File: config.mk
export PLATFORM = sky130hd
export DESIGN_NAME = cam_capture
export DESIGN_NICKNAME = d
export VERILOG_FILES = /design/src/rtl/cam_pkg.sv /design/src/rtl/cam_sync_sampler.sv /design/src/rtl/cam_frame_ctrl.sv /design/src/rtl/cam_word_packer.sv /design/src/rtl/cam_capture.sv
export SDC_FILE = /design/constraint.sdc
export NUM_CORES = 1
export LEC_CHECK = 0
export ABC_AREA = 1
export ABC_CLOCK_PERIOD_IN_PS = 2190
export BUFFER_PORTS_ARGS = -buffer_cell sky130_fd_sc_hd__buf_4
export CORE_ASPECT_RATIO = 1.4
export CORE_MARGIN = 1
export CORE_UTILIZATION = 25
export CTS_BUF_LIST = sky130_fd_sc_hd__clkbuf_16
export CTS_CLUSTER_DIAMETER = 40
export DETAILED_ROUTE_END_ITERATION = 6
export PLACE_DENSITY = 0.48
export SYNTH_ARGS = -nofsm -noshare
export SYNTH_HDL_FRONTEND = slang
export SYNTH_SLANG_ARGS = --single-unit
File: constraint.sdc
create_clock -name clk -period 2.19 [get_ports clk]
set_clock_uncertainty 0.1 [all_clocks]
set_input_delay 0.5475 -clock clk [delete_from_list [all_inputs] [get_ports clk]]
set_output_delay 0.5475 -clock clk [all_outputs]
set_load 0.1 [all_outputs]
File: src/rtl/cam_pkg.sv
package cam_pkg;
    typedef enum logic [0:0] {
        CS_IDLE  = 1'b0,
        CS_FRAME = 1'b1
    } cap_state_e;

    typedef struct packed {
        logic fs;
        logic fe;
        logic ls;
        logic le;
    } cap_events_t;
endpackage

File: src/rtl/cam_sync_sampler.sv
module cam_sync_sampler #(
    parameter int PIX_W = 8
) (
    input  logic             clk,
    input  logic             rst_n,
    input  logic             pclk_i,
    input  logic             vs_i,
    input  logic             hs_i,
    input  logic [PIX_W-1:0] pix_i,
    input  logic             clk_fall,
    input  logic             vs_low,
    input  logic             hs_low,
    output logic             stb_o,
    output logic             vs_act_o,
    output logic             hs_act_o,
    output logic [PIX_W-1:0] pix_o
);
    typedef struct packed {
        logic             pclk_now;
        logic             pclk_old;
        logic             vs;
        logic             hs;
        logic [PIX_W-1:0] pix;
    } smp_t;

    smp_t smp_d, smp_q;

    always_comb begin
        smp_d          = smp_q;
        smp_d.pclk_now = pclk_i;
        smp_d.pclk_old = smp_q.pclk_now;
        smp_d.vs       = vs_i;
        smp_d.hs       = hs_i;
        smp_d.pix      = pix_i;
    end

    always_ff @(posedge clk or negedge rst_n) begin
        if (!rst_n) smp_q <= '0;
        else        smp_q <= smp_d;
    end

    // A selected edge: level changed and now sits on the post-edge level
    assign stb_o    = (smp_q.pclk_now != smp_q.pclk_old) && (smp_q.pclk_now == !clk_fall);
    assign vs_act_o = smp_q.vs ^ vs_low;
    assign hs_act_o = smp_q.hs ^ hs_low;
    assign pix_o    = smp_q.pix;
endmodule

File: src/rtl/cam_frame_ctrl.sv
module cam_frame_ctrl
    import cam_pkg::*;
(
    input  logic        clk,
    input  logic        rst_n,
    input  logic        stb_i,
    input  logic        vs_act_i,
    input  logic        hs_act_i,
    input  logic        en_i,
    input  logic        stop_at_end_i,
    input  logic        start_on_edge_i,
    input  logic        core_rst_i,
    output logic        take_o,
    output logic        clr_o,
    output logic        busy_o,
    output cap_events_t ev_o
);
    typedef struct packed {
        cap_state_e  st;
        logic        vs_prev;
        logic        hs_prev;
        cap_events_t ev;
    } ctl_t;

    ctl_t ctl_d, ctl_q;
    logic start_hit;
    logic kill;
    logic in_frame;

    always_comb begin
        ctl_d    = ctl_q;
        ctl_d.ev = '0;
        take_o   = 1'b0;
        clr_o    = 1'b0;

        start_hit = start_on_edge_i ? (vs_act_i && !ctl_q.vs_prev) : vs_act_i;
        kill      = !en_i && (core_rst_i || !stop_at_end_i);

        if (stb_i) begin
            ctl_d.vs_prev = vs_act_i;
            ctl_d.hs_prev = hs_act_i;
        end

        unique case (ctl_q.st)
            CS_IDLE: begin
                if (en_i && stb_i && start_hit) begin
                    ctl_d.st    = CS_FRAME;
                    ctl_d.ev.fs = 1'b1;
                end
            end
            CS_FRAME: begin
                if (stb_i && !vs_act_i) begin
                    ctl_d.st    = CS_IDLE;
                    ctl_d.ev.fe = 1'b1;
                end
            end
            default: ctl_d.st = CS_IDLE;
        endcase

        if (kill) begin
            ctl_d.st    = CS_IDLE;
            ctl_d.ev.fs = 1'b0;
            ctl_d.ev.fe = 1'b0;
        end

        in_frame = (ctl_d.st == CS_FRAME) && stb_i && vs_act_i;
        if (in_frame) begin
            ctl_d.ev.ls = hs_act_i && !ctl_q.hs_prev;
            ctl_d.ev.le = !hs_act_i && ctl_q.hs_prev;
            take_o      = hs_act_i;
        end
        clr_o = (ctl_d.st != CS_FRAME) || ctl_d.ev.ls || ctl_d.ev.le;
    end

    always_ff @(posedge clk or negedge rst_n) begin
        if (!rst_n) ctl_q <= '{st: CS_IDLE, vs_prev: 1'b0, hs_prev: 1'b0, ev: '0};
        else        ctl_q <= ctl_d;
    end

    assign busy_o = (ctl_q.st == CS_FRAME);
    assign ev_o   = ctl_q.ev;
endmodule

File: src/rtl/cam_word_packer.sv
module cam_word_packer #(
    parameter int PIX_W = 8,
    parameter int LANES = 4
) (
    input  logic                   clk,
    input  logic                   rst_n,
    input  logic                   take_i,
    input  logic                   clr_i,
    input  logic                   swap_i,
    input  logic [PIX_W-1:0]       pix_i,
    output logic [PIX_W*LANES-1:0] word_o,
    output logic                   we_o
);
    localparam int CNT_W = (LANES > 1) ? $clog2(LANES) : 1;
    localparam logic [CNT_W-1:0] LAST = CNT_W'(LANES - 1);

    typedef struct packed {
        logic [CNT_W-1:0]            cnt;
        logic [LANES-1:0][PIX_W-1:0] lanes;
        logic [PIX_W*LANES-1:0]      word;
        logic                        we;
    } pk_t;

    pk_t pk_d, pk_q;
    logic [CNT_W-1:0] base;
    logic [CNT_W-1:0] slot;

    always_comb begin
        pk_d    = pk_q;
        pk_d.we = 1'b0;
        base    = clr_i ? '0 : pk_q.cnt;
        slot    = swap_i ? (LAST - base) : base;
        pk_d.cnt = base;
        if (take_i) begin
            pk_d.lanes[slot] = pix_i;
            if (base == LAST) begin
                pk_d.cnt  = '0;
                pk_d.word = pk_d.lanes;
                pk_d.we   = 1'b1;
            end else begin
                pk_d.cnt = base + CNT_W'(1);
            end
        end
    end

    always_ff @(posedge clk or negedge rst_n) begin
        if (!rst_n) pk_q <= '0;
        else        pk_q <= pk_d;
    end

    assign word_o = pk_q.word;
    assign we_o   = pk_q.we;
endmodule

File: src/rtl/cam_capture.sv
module cam_capture
    import cam_pkg::*;
#(
    parameter int PIX_W = 8,
    parameter int LANES = 4
) (
    input  logic                   clk,
    input  logic                   rst_n,
    input  logic                   cam_pclk,
    input  logic                   cam_vsync,
    input  logic                   cam_hsync,
    input  logic [PIX_W-1:0]       cam_data,
    input  logic                   cfg_enable,
    input  logic                   cfg_stop_at_frame_end,
    input  logic                   cfg_start_on_edge,
    input  logic                   cfg_vs_low,
    input  logic                   cfg_hs_low,
    input  logic                   cfg_pclk_fall,
    input  logic                   cfg_swap,
    input  logic                   core_rst,
    output logic [PIX_W*LANES-1:0] wr_data,
    output logic                   wr_en,
    output logic                   capturing,
    output logic                   evt_frame_start,
    output logic                   evt_frame_end,
    output logic                   evt_line_start,
    output logic                   evt_line_end
);
    logic             stb;
    logic             vs_act;
    logic             hs_act;
    logic [PIX_W-1:0] pix;
    logic             take;
    logic             clr;
    cap_events_t      ev;

    cam_sync_sampler #(.PIX_W(PIX_W)) u_smp (
        .clk      (clk),
        .rst_n    (rst_n),
        .pclk_i   (cam_pclk),
        .vs_i     (cam_vsync),
        .hs_i     (cam_hsync),
        .pix_i    (cam_data),
        .clk_fall (cfg_pclk_fall),
        .vs_low   (cfg_vs_low),
        .hs_low   (cfg_hs_low),
        .stb_o    (stb),
        .vs_act_o (vs_act),
        .hs_act_o (hs_act),
        .pix_o    (pix)
    );

    cam_frame_ctrl u_ctl (
        .clk             (clk),
        .rst_n           (rst_n),
        .stb_i           (stb),
        .vs_act_i        (vs_act),
        .hs_act_i        (hs_act),
        .en_i            (cfg_enable),
        .stop_at_end_i   (cfg_stop_at_frame_end),
        .start_on_edge_i (cfg_start_on_edge),
        .core_rst_i      (core_rst),
        .take_o          (take),
        .clr_o           (clr),
        .busy_o          (capturing),
        .ev_o            (ev)
    );

    cam_word_packer #(.PIX_W(PIX_W), .LANES(LANES)) u_pk (
        .clk    (clk),
        .rst_n  (rst_n),
        .take_i (take),
        .clr_i  (clr),
        .swap_i (cfg_swap),
        .pix_i  (pix),
        .word_o (wr_data),
        .we_o   (wr_en)
    );

    assign evt_frame_start = ev.fs;
    assign evt_frame_end   = ev.fe;
    assign evt_line_start  = ev.ls;
    assign evt_line_end    = ev.le;
endmodule

==> results.ini <==
[status]
outcome=finished with violations
violations=setup timing

[place]
placed_cells=747
gp_congestion=0.786
hpwl_um=7240
dpl_cell_area_um2=4770
numPortBuffers=58

[route]
routedWlPerCell_um=14.2
drt_iter0_drc=251
firstDrtPassIters=4
viasPerCell=4.46
route.final.wire_length_um=11100
drc=0
drtAntennaViolNets=0
vias=3504

[pwr]
ir_worst_vdd_v=0.000422
p_per_area_nw_per_um2=773
finalPower_mw=4.57
leakage_nw=3.08

[layout]
fillerInstances=1609
drive_gt1_share_pct=38.4
fin_util_pct=36.6
fin_area_um2=5910
area_growth_syn_to_layout_pct=43.4
diodes=0
final-instance-count-excl-fill=785
fin_nets=603

[global_routing]
grt_pass1_wl_um=17900
grt_pass1_vias=3577
grt_max_degree=43
grt_use_total_pct=13.4
gr-total-overflow=0
antenna_found_initial=0

[synthesis]
ys_top_cells_by_count=nand2_1 (178), nand3_1 (97), dfrtp_1 (86)
ys_seq_area_share_pct=52.2
synth_nets=526
syn_area_um2=4120
syn_inst=504
synthTopCellsByArea=dfrtp_1 (52%), nand2_1 (16%), nand3_1 (12%)
synth_most_common_cell=nand2_1
synth_largest_area_cell=dfrtp_1
synth.avg_cell_area_um2=8.18
yosys_warnings=0
synth_top_area_share_pct=52.2
ys.flop_type=dfrtp_1
synth_edf_count=0
async_reset_ff_share_pct=100
post_synth_num_cell_types=27
synth_seq_cells=86

[die]
rows=55
die_x_um=111
core_um2=16200
die_h_um=154
ioPinCount=59
start_util_pct=25.5
dieArea_um2=17000

[setup_path]
required_ns=2.33
crit_type=register to register
rr_startpoint=u_smp.smp_d[10]
r2r_cells=14
cp_max_fo=5
cp-end-kind=register
cp.arrival_ns=2.43
r2r_setup_slack_ns=-0.10
r2r-end=u_pk.word_o[11]
start_kind=register

[sta]
grt_setup_unrepaired=yes
setup_ws_ns=-0.100
fin_crit_ns=2.29
setup_viol=63
finalHoldViolCount=0
worstMarginPinSlew_ns=0.391
slew_viol_final=0
relSlewSlack_pct=73.9
fin_crit_sh_pct=105
max_freq_mhz=437

[clock_network]
cts.sink_count=86
cts_buffers=9
clkLatencyLatePin_ns=0.35
tritoncts=built
clk_pin_slew_ns=0.07
cts_root_buf=clkbuf_16
htree_levels=3
cts.path.max_buffers=2

[worst_hold_path]
worstHoldStart=cam_data[4]
hp-class=primary input to register
whs_path_depth=1
worstHoldEndpoint=u_smp.pix_o[4]

[job]
cap_violations=0

-- layout make-up --
cell class | instances | area (um2) | area share (%)
flip-flops and latches | 86 | 2160 | 36.5
multi-input cells | 313 | 1950 | 33.0
repair buffers | 112 | 1020 | 17.3
well taps | 199 | 249 | 4.21
inverters | 59 | 229 | 3.87
clock buffers | 9 | 225 | 3.81
clock inverters | 7 | 82.6 | 1.40
-- timing repair --
action | CTS | global route
buffers inserted | 10 | 4
gates cloned | 6 | 1
gates resized for setup | 86 | 49
endpoints found under the hold margin | 14 | 0
endpoints found under the setup margin | 64 | 65
pin swaps | 26 | 19
hold buffers | 1 | 0
-- worst max-delay path, stage by stage, from the launching register on --
cell	delay, ns
dfrtp_1	0.40
inv_1	0.07
nand2_1	0.06
nand2_2	0.09
nand4_1	0.15
nand2_2	0.12
nand2_2	0.07
a21oi_4	0.24
nand3_4	0.14
nor3_4	0.28
buf_6	0.16
inv_8	0.05
clkbuf_16	0.14
nand2_1	0.05
nand2_1	0.05
-- power breakdown --
part           total [mW]  leakage (nW)  internal (mW)  switching, mW
sequential           2.03          1.13           1.88          0.150
clock                1.60         0.144          0.900          0.698
combinational       0.942          1.81          0.361          0.581
-- state kept, by name (all words and copies together) (netlist names) --
name	count
u_smp.pix_o	8
u_pk.we_o	1
u_pk.pk_q	34
u_pk.word_o	32
u_smp.smp_d	1
u_ctl.ev_o	4
u_ctl.ctl_q	2
u_ctl.busy_o	1
u_smp.smp_q	3
-- through the flow --
stage / setup WS [ns] / hold WS (ns) / TNS, ns
CTS: -0.0789 / 0.191 / -2.41
floorplan: 0.0416 / 0.152 / 0
global placement: -0.307 / 0.291 / -16.33
finish: -0.100 / 0.197 / -3.74
detailed placement: -0.397 / 0.308 / -21.16
global route: -0.248 / 0.191 / -13.34
-- how the worst max path moves through the flow --
stage                            to  slack [ns]  cells past startpoint            start
global route        u_pk.word_o[16]       -0.25                     14  u_smp.smp_d[10]
floorplan             u_pk.pk_q[57]        0.04                     12     u_ctl.busy_o
finish              u_pk.word_o[11]       -0.10                     14  u_smp.smp_d[10]
CTS                 u_pk.word_o[11]       -0.08                     14  u_smp.smp_d[10]
detailed placement   u_pk.word_o[3]       -0.40                     15       cfg_vs_low
global placement     u_pk.word_o[3]       -0.31                     15       cfg_vs_low
-- cell usage in the layout (no fill, tap or decap), types with 2 or more instances in the layout --
master and count:
nand3_2 39, o21ai_0 2, nand2_4 9, nand3_4 16
nand2_2 25, buf_8 4, inv_8 2, a21oi_1 2
nand2_8 2, nand3_1 44, inv_1 57, clkbuf_16 10
buf_4 89, buf_16 2, buf_12 4, dfrtp_1 85
clkinv_4 2, nand2_1 154, buf_6 11, clkinvlp_4 2
nand4_1 5, nor2_1 5
-- layer usage --
layer / vias up / track usage (%) / share of wire [%]
met4: 0 / 7.68 / 3.7
met5: - / 0 / 0
li1: 1703 / - / -
met1: 1687 / 15.4 / 41
met2: 85 / 23.2 / 52
met3: 29 / 2.68 / 3.8
-- cell families (layout without fill, tap and decap cells) --
logic type,count (synthesis),after routing,share of synthesized area (%)
buffers and inverters,107,187,13.4
AND/OR/NAND/NOR,303,305,32.8
AO/OA/AOI/OAI,5,5,0.880
adder cells (fa/ha/maj),1,1,0.303
flip-flops,86,86,52.2
XOR/XNOR,2,2,0.425
Power figures use the tool's default switching activity.
